`src/rtl/pcc_pkg.sv`:
```
package pcc_pkg;

   typedef enum logic [2:0] {
      ST_IDLE,
      ST_SETUP,
      ST_STROBE,
      ST_HOLD,
      ST_GAP
   } pcc_state_e;

   typedef struct packed {
      logic [2:0] base;
      logic [1:0] slow;
      logic [3:0] setup;
      logic [3:0] hold;
   } pcc_tim_t;

endpackage

```
`src/rtl/pcc_cfg_sel.sv`:
```
module pcc_cfg_sel
   import pcc_pkg::*;
#(
   parameter int EXTRA1 = 15,
   parameter int EXTRA2 = 30,
   parameter int EXTRA3 = 50,
   parameter int CNT_W  = 6
) (
   input  pcc_tim_t         set_a,
   input  pcc_tim_t         set_b,
   input  logic             sel,
   output logic [3:0]       setup,
   output logic [3:0]       hold,
   output logic [CNT_W-1:0] wtot
);

   pcc_tim_t         cur;
   logic [CNT_W-1:0] extra;

   assign cur = sel ? set_b : set_a;

   always_comb begin
      case (cur.slow)
         2'd1:    extra = CNT_W'(EXTRA1);
         2'd2:    extra = CNT_W'(EXTRA2);
         2'd3:    extra = CNT_W'(EXTRA3);
         default: extra = '0;
      endcase
   end

   assign setup = cur.setup;
   assign hold  = cur.hold;
   assign wtot  = CNT_W'(cur.base) + extra + CNT_W'(1);

endmodule

```
`src/rtl/pcc_space_dec.sv`:
```
module pcc_space_dec (
   input  logic [2:0] space,
   input  logic       card_is16,
   output logic       legal,
   output logic       is16,
   output logic       reg_on
);

   assign legal  = (space != 3'b000);
   assign is16   = (space == 3'b001) ? card_is16 : space[0];
   assign reg_on = (space[2:1] != 2'b10);

endmodule

```
`src/rtl/pcc_addr_seq.sv`:
```
module pcc_addr_seq #(
   parameter int AW        = 26,
   parameter int BLK_BYTES = 32
) (
   input  logic          clk,
   input  logic          rst_n,
   input  logic          load,
   input  logic          step,
   input  logic [AW-1:0] start,
   input  logic          burst,
   input  logic          is16,
   output logic [AW-1:0] addr,
   output logic          last
);

   localparam int OFS_W = $clog2(BLK_BYTES);

   logic [AW-1:0]    addr_q;
   logic [OFS_W-1:0] left_q;
   logic [OFS_W-1:0] inc;

   generate
      if (AW <= OFS_W) begin : g_bad_aw
         $error("address narrower than the burst block");
      end
   endgenerate

   assign inc = is16 ? OFS_W'(2) : OFS_W'(1);

   always_ff @(posedge clk or negedge rst_n) begin
      if (!rst_n) begin
         addr_q <= '0;
         left_q <= '0;
      end else if (load) begin
         addr_q <= start;
         if (!burst)    left_q <= '0;
         else if (is16) left_q <= OFS_W'(BLK_BYTES / 2 - 1);
         else           left_q <= OFS_W'(BLK_BYTES - 1);
      end else if (step) begin
         addr_q[OFS_W-1:0] <= addr_q[OFS_W-1:0] + inc;
         left_q            <= left_q - OFS_W'(1);
      end
   end

   assign addr = addr_q;
   assign last = (left_q == '0);

endmodule

```
`src/rtl/pcc_timing_ctrl.sv`:
```
module pcc_timing_ctrl
   import pcc_pkg::*;
#(
   parameter int AW        = 26,
   parameter int BLK_BYTES = 32,
   parameter int EXTRA1    = 15,
   parameter int EXTRA2    = 30,
   parameter int EXTRA3    = 50
) (
   input  logic          clk,
   input  logic          rst_n,
   input  logic          req_valid,
   output logic          req_ready,
   input  logic [AW-1:0] req_addr,
   input  logic          req_write,
   input  logic          req_burst,
   input  logic          req_area,
   input  logic          req_set,
   input  logic [2:0]    req_space,
   input  logic          card_is16,
   input  logic [2:0]    tma_wait,
   input  logic [1:0]    tma_slow,
   input  logic [3:0]    tma_setup,
   input  logic [3:0]    tma_hold,
   input  logic [2:0]    tmb_wait,
   input  logic [1:0]    tmb_slow,
   input  logic [3:0]    tmb_setup,
   input  logic [3:0]    tmb_hold,
   input  logic [2:0]    idle_a,
   input  logic [2:0]    idle_b,
   output logic [AW-1:0] bus_addr,
   output logic          cs_n,
   output logic          ce1_n,
   output logic          ce2_n,
   output logic          reg_n,
   output logic          rd_n,
   output logic          we_n,
   output logic          beat_ack,
   output logic          req_err
);

   localparam int WMAX  = 7 + EXTRA3 + 1;
   localparam int CNT_W = $clog2(WMAX + 1);

   generate
      if (!(EXTRA1 <= EXTRA2 && EXTRA2 <= EXTRA3)) begin : g_bad_extra
         $error("low-speed extensions must not decrease");
      end
      if (WMAX < 16) begin : g_bad_cnt
         $error("counter too narrow for setup and hold");
      end
      if ((BLK_BYTES & (BLK_BYTES - 1)) != 0 || BLK_BYTES < 4) begin : g_bad_blk
         $error("burst block must be a power of two of at least 4");
      end
   endgenerate

   pcc_state_e       state_q, st_d;
   logic [CNT_W-1:0] cnt_q, cnt_d;

   pcc_tim_t         set_a, set_b;
   logic [3:0]       in_setup, in_hold;
   logic [CNT_W-1:0] in_wtot;
   logic             sp_legal, sp_is16, sp_reg;

   logic [3:0]       lat_setup, lat_hold;
   logic [CNT_W-1:0] lat_wtot;
   logic [2:0]       lat_idle;
   logic             lat_wr, lat_is16, lat_reg;

   logic             capture, step, do_after, ack_d, err_d;
   logic             eff_is16, eff_wr, eff_reg, seq_last;
   logic             act_d, stb_d;

   assign set_a = '{base: tma_wait, slow: tma_slow, setup: tma_setup, hold: tma_hold};
   assign set_b = '{base: tmb_wait, slow: tmb_slow, setup: tmb_setup, hold: tmb_hold};

   pcc_cfg_sel #(
      .EXTRA1 (EXTRA1),
      .EXTRA2 (EXTRA2),
      .EXTRA3 (EXTRA3),
      .CNT_W  (CNT_W)
   ) u_cfg (
      .set_a  (set_a),
      .set_b  (set_b),
      .sel    (req_set),
      .setup  (in_setup),
      .hold   (in_hold),
      .wtot   (in_wtot)
   );

   pcc_space_dec u_dec (
      .space     (req_space),
      .card_is16 (card_is16),
      .legal     (sp_legal),
      .is16      (sp_is16),
      .reg_on    (sp_reg)
   );

   assign eff_is16 = capture ? sp_is16   : lat_is16;
   assign eff_wr   = capture ? req_write : lat_wr;
   assign eff_reg  = capture ? sp_reg    : lat_reg;

   pcc_addr_seq #(
      .AW        (AW),
      .BLK_BYTES (BLK_BYTES)
   ) u_seq (
      .clk   (clk),
      .rst_n (rst_n),
      .load  (capture),
      .step  (step),
      .start (req_addr),
      .burst (req_burst),
      .is16  (eff_is16),
      .addr  (bus_addr),
      .last  (seq_last)
   );

   always_comb begin
      st_d     = state_q;
      cnt_d    = cnt_q;
      capture  = 1'b0;
      step     = 1'b0;
      do_after = 1'b0;
      ack_d    = 1'b0;
      err_d    = 1'b0;
      case (state_q)
         ST_IDLE: begin
            if (req_valid) begin
               if (!sp_legal) begin
                  err_d = 1'b1;
               end else begin
                  capture = 1'b1;
                  if (in_setup != 4'd0) begin
                     st_d  = ST_SETUP;
                     cnt_d = CNT_W'(in_setup) - CNT_W'(1);
                  end else begin
                     st_d  = ST_STROBE;
                     cnt_d = in_wtot - CNT_W'(1);
                  end
               end
            end
         end
         ST_SETUP: begin
            if (cnt_q == '0) begin
               st_d  = ST_STROBE;
               cnt_d = lat_wtot - CNT_W'(1);
            end else begin
               cnt_d = cnt_q - CNT_W'(1);
            end
         end
         ST_STROBE: begin
            if (cnt_q == '0) begin
               ack_d = 1'b1;
               if (lat_hold != 4'd0) begin
                  st_d  = ST_HOLD;
                  cnt_d = CNT_W'(lat_hold) - CNT_W'(1);
               end else begin
                  do_after = 1'b1;
               end
            end else begin
               cnt_d = cnt_q - CNT_W'(1);
            end
         end
         ST_HOLD: begin
            if (cnt_q == '0) do_after = 1'b1;
            else             cnt_d = cnt_q - CNT_W'(1);
         end
         ST_GAP: begin
            if (cnt_q == '0) st_d = ST_IDLE;
            else             cnt_d = cnt_q - CNT_W'(1);
         end
         default: st_d = ST_IDLE;
      endcase

      if (do_after) begin
         if (!seq_last) begin
            step = 1'b1;
            if (lat_setup != 4'd0) begin
               st_d  = ST_SETUP;
               cnt_d = CNT_W'(lat_setup) - CNT_W'(1);
            end else if (lat_hold == 4'd0) begin
               st_d  = ST_SETUP;
               cnt_d = '0;
            end else begin
               st_d  = ST_STROBE;
               cnt_d = lat_wtot - CNT_W'(1);
            end
         end else if (lat_idle != 3'd0) begin
            st_d  = ST_GAP;
            cnt_d = CNT_W'(lat_idle) - CNT_W'(1);
         end else begin
            st_d  = ST_IDLE;
         end
      end
   end

   assign act_d = (st_d == ST_SETUP) || (st_d == ST_STROBE) || (st_d == ST_HOLD);
   assign stb_d = (st_d == ST_STROBE);

   always_ff @(posedge clk or negedge rst_n) begin
      if (!rst_n) begin
         state_q   <= ST_IDLE;
         cnt_q     <= '0;
         lat_setup <= '0;
         lat_hold  <= '0;
         lat_wtot  <= '0;
         lat_idle  <= '0;
         lat_wr    <= 1'b0;
         lat_is16  <= 1'b0;
         lat_reg   <= 1'b0;
         req_ready <= 1'b1;
         cs_n      <= 1'b1;
         ce1_n     <= 1'b1;
         ce2_n     <= 1'b1;
         reg_n     <= 1'b1;
         rd_n      <= 1'b1;
         we_n      <= 1'b1;
         beat_ack  <= 1'b0;
         req_err   <= 1'b0;
      end else begin
         state_q <= st_d;
         cnt_q   <= cnt_d;
         if (capture) begin
            lat_setup <= in_setup;
            lat_hold  <= in_hold;
            lat_wtot  <= in_wtot;
            lat_idle  <= req_area ? idle_b : idle_a;
            lat_wr    <= req_write;
            lat_is16  <= sp_is16;
            lat_reg   <= sp_reg;
         end
         req_ready <= (st_d == ST_IDLE);
         cs_n      <= !act_d;
         ce1_n     <= !act_d;
         ce2_n     <= !(act_d && eff_is16);
         reg_n     <= !(act_d && eff_reg);
         rd_n      <= !(stb_d && !eff_wr);
         we_n      <= !(stb_d && eff_wr);
         beat_ack  <= ack_d;
         req_err   <= err_d;
      end
   end

endmodule

```
`config.mk`:
```
export PLATFORM = sky130hd
export DESIGN_NAME = pcc_timing_ctrl
export DESIGN_NICKNAME = d
export VERILOG_FILES = /design/src/rtl/pcc_pkg.sv /design/src/rtl/pcc_cfg_sel.sv /design/src/rtl/pcc_space_dec.sv /design/src/rtl/pcc_addr_seq.sv /design/src/rtl/pcc_timing_ctrl.sv
export SDC_FILE = /design/constraint.sdc
export NUM_CORES = 1
export LEC_CHECK = 0
export BUFFER_PORTS_ARGS = -buffer_cell sky130_fd_sc_hd__buf_2
export CAP_MARGIN = 10
export CELL_PAD_IN_SITES_DETAIL_PLACEMENT = 2
export CELL_PAD_IN_SITES_GLOBAL_PLACEMENT = 2
export CORE_ASPECT_RATIO = 0.7
export CORE_UTILIZATION = 29
export DETAILED_ROUTE_END_ITERATION = 10
export PLACE_DENSITY = 0.82
export SYNTH_ARGS = -nofsm -noshare
export SYNTH_HDL_FRONTEND = slang
export SYNTH_SLANG_ARGS = --single-unit
export TNS_END_PERCENT = 100
```
`constraint.sdc`:
```
create_clock -name clk -period 2.7 [get_ports clk]
set_input_delay 0.135 -clock clk [delete_from_list [all_inputs] [get_ports clk]]
set_output_delay 0.135 -clock clk [all_outputs]
set_load 0.005 [all_outputs]
```
* Word level (Yosys, flattened, before mapping)
Cells that the tools add are included.
** Cells by class
- Add/subtract/negate cells :: 11
- Eq/ne operators :: 12
- Mux-type cells :: 53
- Reductions and logical operators :: 24
** Operators by type and width (count)
- $mux 6 :: 12
- $mux 3 :: 10
- $mux 5 :: 6
- $pmux 6 s4 :: 1
- $pmux 6 s3 :: 1
- $sub 6x1->6 const B :: 3
- $mux 1 :: 16
- $pmux 3 s5 :: 1
- $sub 4x1->5 const B :: 3
- $mux 13 :: 1
- $eq 3x2->1 const B :: 4
- $reduce_bool 4->1 :: 3
- $eq 3x1->1 const B :: 3
- $mux 2 :: 4
- $add 3x6->6 :: 1
- $add 6x1->6 const B :: 1
- $logic_not 1->1 :: 6
- $logic_not 3->1 :: 2
- $logic_not 6->1 :: 1
- $reduce_bool 3->1 :: 2
- $add 5x5->5 :: 1
- $logic_not 5->1 :: 1
- $sub 5x1->5 const B :: 1
- $eq 2x2->1 const B :: 2
- 10 further kinds :: 14
** Storage, ports and cells
- Register bits after elaboration :: 68
- Input bits :: 69
- Output and inout port bits :: 35
- Word-level logic and storage cells :: 120

* Logic depth before layout (Yosys ltp)
Gate-level depths: netlist (run 1).
- Depth after elaboration :: 13
- Gate-level depth with buffers :: 15
- Mapped depth without buffers :: 13

* By module
A second synthesis (run 1) with hierarchy kept.
** Unflattened totals
- Cell total of the unflattened synthesis :: 443
- Area, all modules :: 4386.7 um2
** By module, submodules not included
- pcc_timing_ctrl :: instances 1, cells an instance 294, area an instance 2610.0 um2, sequential area each 933.4 um2
- pcc_addr_seq :: instances 1, cells an instance 105, area an instance 1381.3 um2, sequential area each 775.7 um2
- pcc_cfg_sel :: instances 1, cells an instance 41, area an instance 372.9 um2, sequential area each 0.0 um2
- pcc_space_dec :: instances 1, cells an instance 3, area an instance 22.5 um2, sequential area each 0.0 um2

* Worst setup path before layout (run 1)
Ideal clock, no wire load.
- Path kind :: input-to-reg
- Start point :: input port req_set
- End point :: register cnt_q[3]
- Setup time :: 0.137 ns
- Data arrival time :: 2.845 ns
- Data required time :: 2.563 ns
- Slack :: -0.282 ns
- Stages on the path :: 14
- Path buffers :: 2
- Cells stage by stage :: clkbuf_1 > buf_2 > mux2i_1 > inv_1 > ha_1 > inv_1 > ha_1 > inv_1 > fa_1 > xor2_1 > and3_1 > xnor3_1 > o311ai_0 > nand3_1
** On the way
- Cells in the longest elaborated chain, start to end :: 13
- Elaborated cells on any way between the ends :: 17
- Classes of those cells :: 4 x add/sub; 3 x eq/ne; 9 x mux; 1 x reduce/logical
** Ends and longest elaborated chain
- start: declaration :: RTL line pcc_timing_ctrl.sv:18 : input logic req_set,
- $mux 13 (*) :: RTL line pcc_cfg_sel.sv:20 : assign cur = sel ? set_b : set_a;
- $eq 2x2->1 / $eq 2x1->1 (equally long branches) :: RTL line pcc_cfg_sel.sv:23 : case (cur.slow)
- $pmux 6 s3 :: RTL line pcc_cfg_sel.sv:23
- $add 3x6->6 :: RTL line pcc_cfg_sel.sv:33 : assign wtot = CNT_W'(cur.base) + extra + CNT_W'(1);
- $add 6x1->6 :: RTL line pcc_cfg_sel.sv:33
- $sub 6x1->6 :: RTL line pcc_timing_ctrl.sv:138 : cnt_d = in_wtot - CNT_W'(1);
- $mux 6 (*) :: RTL line pcc_timing_ctrl.sv:133 : if (in_setup != 4'd0) begin
- $mux 6 (*) :: RTL line pcc_timing_ctrl.sv:129 : if (!sp_legal) begin
- $mux 6 (*) :: RTL line pcc_timing_ctrl.sv:128 : if (req_valid) begin
- $pmux 6 s4 (*) :: RTL line pcc_timing_ctrl.sv:126 : case (state_q)
- $mux 6 :: RTL line pcc_timing_ctrl.sv:188 : end else if (lat_idle != 3'd0) begin
- $mux 6 :: RTL line pcc_timing_ctrl.sv:176 : if (!seq_last) begin
- $mux 6 (*) :: RTL line pcc_timing_ctrl.sv:175 : if (do_after) begin
- named net cnt_d[3] :: RTL line pcc_timing_ctrl.sv:58 : logic [CNT_W-1:0] cnt_q, cnt_d;
- end signal: assignment :: RTL line pcc_timing_ctrl.sv:222 : cnt_q <= cnt_d;
- end: declaration :: RTL line pcc_timing_ctrl.sv:58
The timed path passes the listed nets; every way through them passes the cells marked *.
A chain may end at the register's enable or synchronous reset.

* Worst setup path in the final report (run 1)
- Start point :: register state_q[2]
- End point :: register u_seq.addr_q[1] (netlist: u_seq.addr[1])
** On the way
- Cells in the longest elaborated chain, start to end :: 7
- Elaborated cells on any way between the ends :: 12
- Classes of those cells :: 1 x add/sub; 2 x eq/ne; 7 x mux; 2 x reduce/logical
** Ends and longest elaborated chain
- start: declaration :: RTL line pcc_timing_ctrl.sv:57 : pcc_state_e state_q, st_d;
- start signal: assignment :: RTL line pcc_timing_ctrl.sv:221 : state_q <= st_d;
- $logic_not 3->1 :: RTL line pcc_timing_ctrl.sv:126
- $mux 1 :: RTL line pcc_timing_ctrl.sv:126
- $mux 1
- named net eff_is16 :: RTL line pcc_timing_ctrl.sv:71 : logic eff_is16, eff_wr, eff_reg, seq_last;
- $mux 2 :: RTL line pcc_addr_seq.sv:28 : assign inc = is16 ? OFS_W'(2) : OFS_W'(1);
- $add 5x5->5 :: RTL line pcc_addr_seq.sv:40 : addr_q[OFS_W-1:0] <= addr_q[OFS_W-1:0] + inc;
- $mux 5 :: RTL line pcc_addr_seq.sv:39 : end else if (step) begin
- $mux 5 :: RTL line pcc_addr_seq.sv:34 : end else if (load) begin
- end signal: assignment :: RTL line pcc_addr_seq.sv:35 : addr_q <= start;
- end signal: indexed assignment :: RTL line pcc_addr_seq.sv:40
- end: declaration :: RTL line pcc_addr_seq.sv:18 : logic [AW-1:0] addr_q;
The timed path passes the listed nets, and every way through them passes these cells. The select of a mux whose other input is x is not followed.

==> flow_summary_export.csv, run 1 <==
group,metric,value,unit
sta,maxSlewViolCount,0,
layout,nNetsFinal,728,
routing,wl_met3,795,um
sta,skew,0.00803,ns
die,initial_utilization,30.5,%
routing,drt_iter0_drc,159,
sta,tightest_slew,1.08,ns
worst_setup_path,cp-endpoint,"u_seq.addr[1]$_DFFE_PN0P_",
layout,diodes,0,
layout,largest_register_ff_count,26,
pwr,power_frac_seq,38.4,%
routing,drc_errors,0,
pwr,p_total,2.92,mW
pwr,p_sw,871,uW
worst_setup_path,r2r_cells,11,
global_routing,antenna_found_initial,0,
status,violations,"hold timing",
synthesis,synth_seq_cells,68,
die,core_area,14200,um^2
sta,whs,-0.00371,ns
global_routing,overflow,0,
pwr,p_clk_share,42.9,%
die,dieArea,15500,um^2
synthesis,synth_nets,592,
layout,layout.cells.non_filler,832,
clock_network,tritoncts,"built",
worst_setup_path,crit_fanout,4,
pwr,p_comb_share,18.6,%
placement,gp_routability_congestion,0.884,
synthesis,yosys.cell_types.count,72,
worst_setup_path,cpLargestDelayFamily,"simple AND/OR/NAND/NOR gates",
worst_setup_path,rrSetupSlack,0.1,ns
layout,final_common_cell,"nand2_1",
synthesis,yosysTopAreaCell,"dfrtp_1",
clock_network,cts_buffers,9,
worst_setup_path,crit_arrival,2.83,ns
synthesis,synthFlopType,"dfrtp_1",
synthesis,synth_area,4340,um^2
sta,hold_violations,5,
routing,vias,4294,
layout,mostFrequentLayoutCells,"nand2_1, buf_2, dfrtp_1, inv_1, nor2_1",
worst_setup_path,slowest_stage,"fa_2",
status,status,"finished, violations left",
routing,drt-met1-wl,7490,um
layout,drive_above_1_share,28.2,%
pwr,p_leak,2.75,nW
worst_setup_path,crit_top_cell,"nor2_1",
global_routing,grt_pass1_wl,26400,um
die,rows,36,
synthesis,synth_top_area_share,35.8,%
routing,postRouteAntennaNets,0,
die,io_pins,104,
worst_setup_path,critPathMaxStageDelay,0.52,ns
global_routing,grtUsageTotal,22.0,%
clock_network,h-tree-depth,3,
routing,first_pass_iters,4,
placement,portBuffers,103,
layout,final_area,5740,um^2
worst_hold_path,hold_path.class,"input port to async pin",
clock_network,path_clk_slew,0.06,ns
worst_setup_path,cp-start-kind,"flop",
die,die_y,104,um
sta,fmax,384,MHz
synthesis,synthCells,501,
sta,setup_viol,0,
pwr,intPower,2.05,mW
flow_run,cap_violations,0,
placement,placed_area,5200,um^2
placement,dp_hpwl,11800,um
routing,dr_wl_met2,7940,um
clock_network,clkLatencyLatePin,0.34,ns
worst_setup_path,cp.depth,11,
sta,finalCritPeriodShare,96.4,%
synthesis,synth.top_cells.by_area,"dfrtp_1, nand2_1, ha_1, mux2i_1, dfstp_2",
sta,period_minus_slack,2.60,ns
worst_setup_path,cp.buffers_inverters,2,
synthesis,synthArstFlopShare,100,%
pwr,power_density,509,nW/um^2
worst_setup_path,cp.required,2.92,ns
synthesis,synth_edf_count,0,
worst_setup_path,end_kind,"flop",
clock_network,clockRootBuffer,"clkbuf_16",
global_routing,grt_max_degree,62,
pwr,swShare,29.8,%
placement,placed_cells,795,
pwr,ir_drop,0.000297,V
synthesis,synth_warnings,0,
routing,top_layer,"met4",
synthesis,avgSynthCellArea,8.65,um^2
routing,routed_wl,16500,um
clock_network,cts.sinks,68,
clock_network,ctsLongestPathBuffers,2,
die,die_x,148,um
synthesis,synth-seq-area-share,39.4,%
worst_setup_path,critPathLaunch,"state_q[2]$_DFF_PN0_",
layout,area_growth,32.4,%
sta,slew_headroom,27.7,%
worst_setup_path,path_class,"flop to flop",
routing,vias_per_cell,5.16,
routing,wl_per_cell,19.8,um
sta,setup_tns,0,ns
worst_setup_path,crit_chain,"or3_4 > or2_2 > nand2_1 > o21ai_2 > inv_2 > ha_2 > inv_1 > fa_2 > nor2_1 > a211oi_2 > nor2_1",
worst_setup_path,reg2reg_from,"state_q[2]$_DFF_PN0_",
global_routing,first_global_vias,4847,
worst_setup_path,r2r_end,"u_seq.addr[1]$_DFFE_PN0P_",
[cell type report]
| type | count | area (um^2) |
|---|---|---|
| Timing Repair Buffer | 149 | 923 |
| Multi-Input combinational cell | 377 | 2440 |
| Sequential cell | 68 | 1710 |
| Clock buffer | 9 | 225 |
| Inverter | 32 | 120 |
| Fill cell | 1634 | 8490 |
| Tap cell | 190 | 238 |
| Clock inverter | 7 | 82.6 |
[cell usage after synthesis (3+ instances only)]
cell and count:
o211ai_1 8, dfrtp_1 62, ha_1 20, a21oi_1 23
o21ai_1 16, nor2_1 28, a31oi_1 3, o22ai_1 3
o31a_1 3, clkbuf_1 16, xor2_1 7, nand2_1 113
nand3_1 10, a221oi_1 3, nor3_1 12, o21a_1 3
nor3b_1 5, dfstp_2 6, or2_2 3, o21ai_0 21
buf_2 4, or3_1 6, xnor2_1 11, inv_1 32
o31ai_1 3, nor2b_1 4, mux2i_1 19
[layer usage]
layer,vias to the layer above,global-route usage [%]
met5,-,0
met4,0,5.60
met3,22,5.39
met2,106,37.2
met1,2164,28.0
li1,2002,-
[worst min-delay path by stage]
| stage | startpoint | end | cells after the start |
|---|---|---|---|
| after floorplan | rst_n | beat_ack$_DFF_PN0_ | 0 |
| after global placement | req_addr[10] | u_seq.addr[10]$_DFFE_PN0P_ | 3 |
| after detailed placement | req_addr[21] | u_seq.addr[21]$_DFFE_PN0P_ | 3 |
| after CTS | req_addr[18] | u_seq.addr[18]$_DFFE_PN0P_ | 3 |
| after global routing | req_addr[18] | u_seq.addr[18]$_DFFE_PN0P_ | 3 |
| final | rst_n | beat_ack$_DFF_PN0_ | 1 |
[power by group through the flow]
stage / Sequential, mW / Combinational, mW / Clock [mW]
4_1_cts: 1.12 / 0.544 / 1.28
6_report: 1.12 / 0.545 / 1.25
5_1_grt: 1.13 / 0.600 / 1.32
2_1_floorplan: 1.13 / 0.282 / 0
3_3_place_gp: 1.13 / 0.473 / 0
3_5_place_dp: 1.14 / 0.515 / 0
[what timing repair did]
action	in CTS	in global routing
hold buffers	20	0
endpoints found under the setup margin	0	4
setup buffers	0	1
hold endpoints to repair	19	0
resized for setup	0	5
[cell families (layout without fill, tap and decap cells)]
| group | Yosys count | in the layout | share of synthesized area, % |
|---|---|---|---|
| AO/OA/AOI/OAI | 112 | 112 | 16.9 |
| XOR/XNOR | 19 | 19 | 4.16 |
| adder cells (fa/ha/maj) | 22 | 22 | 6.70 |
| buffers and inverters | 56 | 197 | 5.40 |
| flip-flops | 68 | 68 | 39.4 |
| multiplexers | 21 | 21 | 4.91 |
| AND/OR/NAND/NOR | 203 | 203 | 22.5 |
[through the flow]
step,utilization (%),worst slack [ns]
6_report,40.3,0.0967
5_1_grt,40.3,-0.0276
2_1_floorplan,-,-0.0125
4_1_cts,40.1,0.0679
3_5_place_dp,36.5,-0.242
3_3_place_gp,36.5,0.0375
(Power assumes the default switching activity.)
==> run 2, diff against run 1 <==
Settings changed: BUFFER_PORTS_ARGS -buffer_cell sky130_fd_sc_hd__buf_2 to not set, CORE_UTILIZATION 29 to 34, DONT_BUFFER_PORTS set to 1, PLACE_DENSITY 0.82 to 0.81.
==> flow_summary_export.csv, run 2 (synthesis results as in run 1) <==
group,metric,value,unit
status,status,"completed",
sta,period_minus_slack,2.61,ns
clock_network,cts_buffers,9,
global_routing,grt_util_met2,42.3,%
sta,fmax,383,MHz
routing,first_pass_iters,4,
global_routing,grt_max_degree,69,
sta,setup_viol,0,
pwr,ir_drop,0.000374,V
layout,mostFrequentLayoutCells,"nand2_1, dfrtp_1, dlygate4sd3_1, inv_1, nor2_1",
layout,drive_above_1_share,12.9,%
sta,maxSlewViolCount,0,
clock_network,tritoncts,"built",
clock_network,cts.sinks,68,
worst_setup_path,cp-start-kind,"flop",
pwr,p_leak,2.37,nW
layout,layout.cells.non_filler,714,
sta,tightest_slew,0.658,ns
sta,whs,0.0129,ns
clock_network,path_clk_slew,0.07,ns
sta,worst_slack,0.0893,ns
clock_network,clockRootBuffer,"clkbuf_16",
global_routing,grtUsageMet1,31.6,%
worst_setup_path,crit_fanout,4,
placement,portBuffers,0,
sta,finalCritPeriodShare,96.7,%
worst_setup_path,crit_arrival,2.84,ns
pwr,p_total,2.85,mW
routing,vias_per_cell,5.58,
worst_setup_path,critPathMaxStageDelay,0.43,ns
die,rows,34,
layout,finish.utilization,42.9,%
layout,area_growth,22.8,%
die,initial_utilization,34.9,%
placement,placed_area,4600,um^2
routing,vias,3986,
die,core_area,12400,um^2
die,io_pins,104,
sta,setup_tns,0,ns
global_routing,antenna_found_initial,0,
layout,nNetsFinal,638,
global_routing,overflow,0,
clock_network,ctsLongestPathBuffers,2,
layout,final_common_cell,"nand2_1",
global_routing,top_usage_layer,"met2",
routing,routed_wl,16000,um
placement,dp_hpwl,10200,um
worst_setup_path,cp.required,2.93,ns
layout,n_fill_cell,1355,
sta,skew,0.00858,ns
die,die_x,137,um
routing,wl_per_cell,22.5,um
sta,hold_violations,0,
global_routing,first_global_vias,4419,
worst_hold_path,hold_path.class,"input port to flop",
routing,postRouteAntennaNets,0,
layout,final_area,5320,um^2
pwr,power_density,536,nW/um^2
placement,gp_routability_congestion,0.844,
clock_network,h-tree-depth,3,
worst_setup_path,end_kind,"flop",
routing,drt_iter0_drc,262,
clock_network,clkLatencyLatePin,0.35,ns
global_routing,grtUsageTotal,25.1,%
worst_setup_path,crit_chain,"or3_4 > or2_2 > nand2_1 > o21ai_2 > inv_2 > ha_2 > inv_1 > fa_1 > nor2_1 > xnor2_1 > o21ai_1",
placement,place_ws,0.0817,ns
global_routing,grt_pass1_wl,24500,um
sta,slew_headroom,55.5,%
die,die_y,96.5,um
layout,diodes,0,
worst_setup_path,cp.buffers_inverters,2,
routing,drc_errors,0,
die,dieArea,13200,um^2
worst_setup_path,slowest_stage,"or3_4",
worst_setup_path,path_class,"flop to flop",
layout,largest_register_ff_count,26,
worst_setup_path,cpLargestDelayFamily,"simple AND/OR/NAND/NOR gates",
flow_run,cap_violations,0,
placement,placed_cells,659,
global_routing,grt_util_met3,6.31,%
-- run 2: power by group --
group / internal, mW / switching [mW]
clock network: 0.729 / 0.531
registers: 1.07 / 0.0604
logic: 0.208 / 0.255
-- run 2: metal layers --
metal  wire length (um)  vias to the layer above  part of all wire (%)
met5                  0                        -                     0
met4                263                        0                   1.6
met3               1010                       25                   6.3
met2               7860                      127                    49
met1               6910                     2014                    43
li1                   -                     1820                     -
-- run 2: path summary, 6_finish.rpt --
check,end,slack (ns),startpoint,depth (start not counted)
hold / removal,u_seq.left_q[2]$_DFFE_PN0P_,0.01,req_burst,2
max in group asynchronous,ce2_n$_DFF_PN1_,1.98,rst_n,2
hold reg to reg,lat_wr$_DFF_PN0_,0.51,lat_wr$_DFF_PN0_,2
min in group asynchronous,u_seq.addr[24]$_DFFE_PN0P_,0.41,rst_n,2
setup reg to reg,u_seq.addr[2]$_DFFE_PN0P_,0.09,state_q[2]$_DFF_PN0_,11
setup / recovery,u_seq.addr[2]$_DFFE_PN0P_,0.09,state_q[2]$_DFF_PN0_,11
-- run 2: area by class of cell --
class                           count  area [um^2]  share of cell area (%)
Inverter                           32          120                    2.26
Multi-Input combinational cell    377         2430                    45.6
Clock inverter                      7         81.3                    1.53
Clock buffer                        9          225                    4.23
Tap cell                          162          203                    3.81
Sequential cell                    68         1710                    32.1
Timing Repair Buffer               59          558                    10.5
-- run 2: what timing repair did --
item	4_1_cts	5_1_grt
buffers inserted	0	0
gates resized for setup	0	2
endpoints found under the setup margin	0	2
hold buffers	39	0
endpoints found under the hold margin	102	0
-- run 2: worst register-to-register path, stage by stage, from the launching register on --
cell and delay (ns):
dfrtp_1 0.39, or3_4 0.43, or2_2 0.32, nand2_1 0.09, o21ai_2 0.08, inv_2 0.10
ha_2 0.19, inv_1 0.06, fa_1 0.41, nor2_1 0.17, xnor2_1 0.17, o21ai_1 0.08
==> run 3, diff against run 2 <==
Settings changed: CORE_MARGIN set to 2.
Clock period 2.7 ns to 2.4 ns, I/O delays scaled along.
==> flow_summary_export.csv, run 3 (synthesis results as in run 1) <==
group,metric,value,unit
status,status,"finished, violations left",
status,violations,"setup timing",
pwr,power_density,581,nW/um^2
worst_setup_path,critPathLaunch,"cnt_q[0]$_DFF_PN0_",
routing,dr_wl_met2,9550,um
sta,skew,0.0129,ns
layout,drive_above_1_share,21.6,%
routing,first_pass_iters,4,
layout,layout.cells.non_filler,742,
sta,finalCritPeriodShare,103,%
sta,slew_headroom,51.7,%
worst_hold_path,hold_end,"lat_hold[3]$_DFFE_PN0P_",
die,dieArea,13700,um^2
die,rows,34,
worst_setup_path,r2r_end,"cnt_q[1]$_DFF_PN0_",
worst_setup_path,reg2reg_from,"cnt_q[0]$_DFF_PN0_",
layout,final_common_cell,"nand2_1",
placement,place_ws,-0.124,ns
die,io_pins,104,
sta,tightest_slew,0.719,ns
sta,fmax,405,MHz
routing,routed_wl,18700,um
placement,gp_routability_congestion,0.895,
global_routing,grtUsageTotal,26.3,%
routing,postRouteAntennaNets,0,
pwr,ir_drop,0.000335,V
worst_setup_path,rrSetupSlack,-0.07,ns
sta,worst_slack,-0.0705,ns
worst_setup_path,end_kind,"flop",
layout,nNetsFinal,666,
layout,mostFrequentLayoutCells,"nand2_1, dfrtp_1, buf_4, dlygate4sd3_1, nor2_1",
routing,drt_iter0_drc,267,
placement,dp_hpwl,11100,um
worst_setup_path,cp-start-kind,"flop",
worst_setup_path,crit_fanout,4,
layout,area_growth,31.8,%
clock_network,clkLatencyLatePin,0.35,ns
clock_network,h-tree-depth,3,
global_routing,grt_pass1_wl,27800,um
global_routing,grt_max_degree,69,
routing,drc_errors,0,
sta,period_minus_slack,2.47,ns
die,core_area,12400,um^2
worst_setup_path,r2r_cells,8,
clock_network,path_clk_slew,0.06,ns
clock_network,clockRootBuffer,"clkbuf_16",
global_routing,antenna_found_initial,0,
worst_setup_path,cp.required,2.62,ns
worst_hold_path,holdPathStages,2,
pwr,p_leak,2.53,nW
clock_network,tritoncts,"built",
routing,vias_per_cell,5.74,
sta,setup_tns,-0.0734,ns
layout,largest_register_ff_count,26,
sta,setup_viol,2,
routing,wl_per_cell,25.1,um
clock_network,ctsLongestPathBuffers,2,
worst_hold_path,min_from,"tma_hold[3]",
worst_setup_path,crit_arrival,2.69,ns
worst_hold_path,hold_path.class,"input port to flop",
die,die_x,139,um
clock_network,cts.sinks,68,
flow_run,cap_violations,0,
routing,top_layer,"met4",
sta,rsz0062_at_grt,"true",
die,initial_utilization,34.9,%
global_routing,overflow,0,
placement,placed_cells,677,
layout,n_fill_cell,1322,
routing,vias,4258,
sta,hold_violations,0,
routing,drt-met1-wl,7800,um
sta,maxSlewViolCount,0,
clock_network,cts_buffers,9,
placement,portBuffers,0,
layout,diodes,0,
global_routing,first_global_vias,4862,
die,die_y,98.5,um
worst_setup_path,path_class,"flop to flop",
routing,wl_met3,948,um
[run 3: changes by cell type in the layout (fill, tap and decap cells not counted), sizes merged]
cell | before | now
buf | 21 | 48
clkinv | 2 | 0
clkinvlp | 1 | 2
dlygate4sd3 | 38 | 39
inv | 35 | 36
[run 3: worst max-delay path by stage]
| stage | slack [ns] | depth (start not counted) | end |
|---|---|---|---|
| 5_1_grt | -0.18 | 8 | cnt_q[1]$_DFF_PN0_ |
| 3_3_place_gp | -0.007 | 13 | cnt_q[2]$_DFF_PN0_ |
| 4_1_cts | -0.003 | 11 | u_seq.addr[4]$_DFFE_PN0P_ |
| 2_1_floorplan | -0.18 | 14 | u_seq.addr[1]$_DFFE_PN0P_ |
| 3_5_place_dp | -0.12 | 13 | cnt_q[2]$_DFF_PN0_ |
| 6_report | -0.07 | 8 | cnt_q[1]$_DFF_PN0_ |
[run 3: metal layers]
| layer | global-route usage, % | vias up |
|---|---|---|
| met1 | 32.5 | 2199 |
| met5 | 0 | - |
| li1 | - | 1882 |
| met2 | 46.2 | 150 |
| met3 | 4.62 | 27 |
| met4 | 10.5 | 0 |
[run 3: repair_timing]
action / 4_1_cts / 5_1_grt
endpoints found under the setup margin: 8 / 21
cloned: 0 / 0
hold endpoints to repair: 104 / 0
buffers inserted: 4 / 5
pin swaps: 7 / 13
resized for setup: 10 / 20
hold buffers: 40 / 0
[run 3: critical path, cell delays in order, from the launching register on]
cell,delay [ns]
dfrtp_1,0.41
inv_2,0.09
ha_4,0.14
or4b_4,0.53
o311ai_2,0.25
o41ai_1,0.16
a221oi_2,0.30
a2111oi_0,0.14
or3_1,0.33
[run 3: cell type report]
| class | instances | area (um^2) | area share [%] |
|---|---|---|---|
| timing repair buffer | 87 | 791 | 13.8 |
| clock buffer | 9 | 225 | 3.94 |
| clock inverter | 7 | 82.6 | 1.45 |
| sequential | 68 | 1710 | 29.9 |
| inverter | 32 | 120 | 2.10 |
| tap | 162 | 203 | 3.55 |
| multi-input combinational | 377 | 2580 | 45.2 |
[run 3: metrics by stage]
| step | util (%) | instance area (um^2) | power, mW | hold slack [ns] |
|---|---|---|---|---|
| 2_1_floorplan | - | 4470 | 1.61 | -0.176 |
| 3_3_place_gp | 38.5 | 4780 | 1.72 | -0.173 |
| 3_5_place_dp | 38.5 | 4780 | 1.77 | -0.173 |
| 4_1_cts | 45.0 | 5580 | 3.28 | 0.0108 |
| 5_1_grt | 46.0 | 5710 | 3.45 | 0.0351 |
| 6_report | 46.0 | 5710 | 3.32 | 0.0259 |
[run 3: where the power goes]
part	internal, mW	leakage, nW	switching (mW)
Clock	0.824	0.145	0.614
Combinational	0.273	1.55	0.336
Sequential	1.20	0.839	0.0720
Total	2.30	2.53	1.02
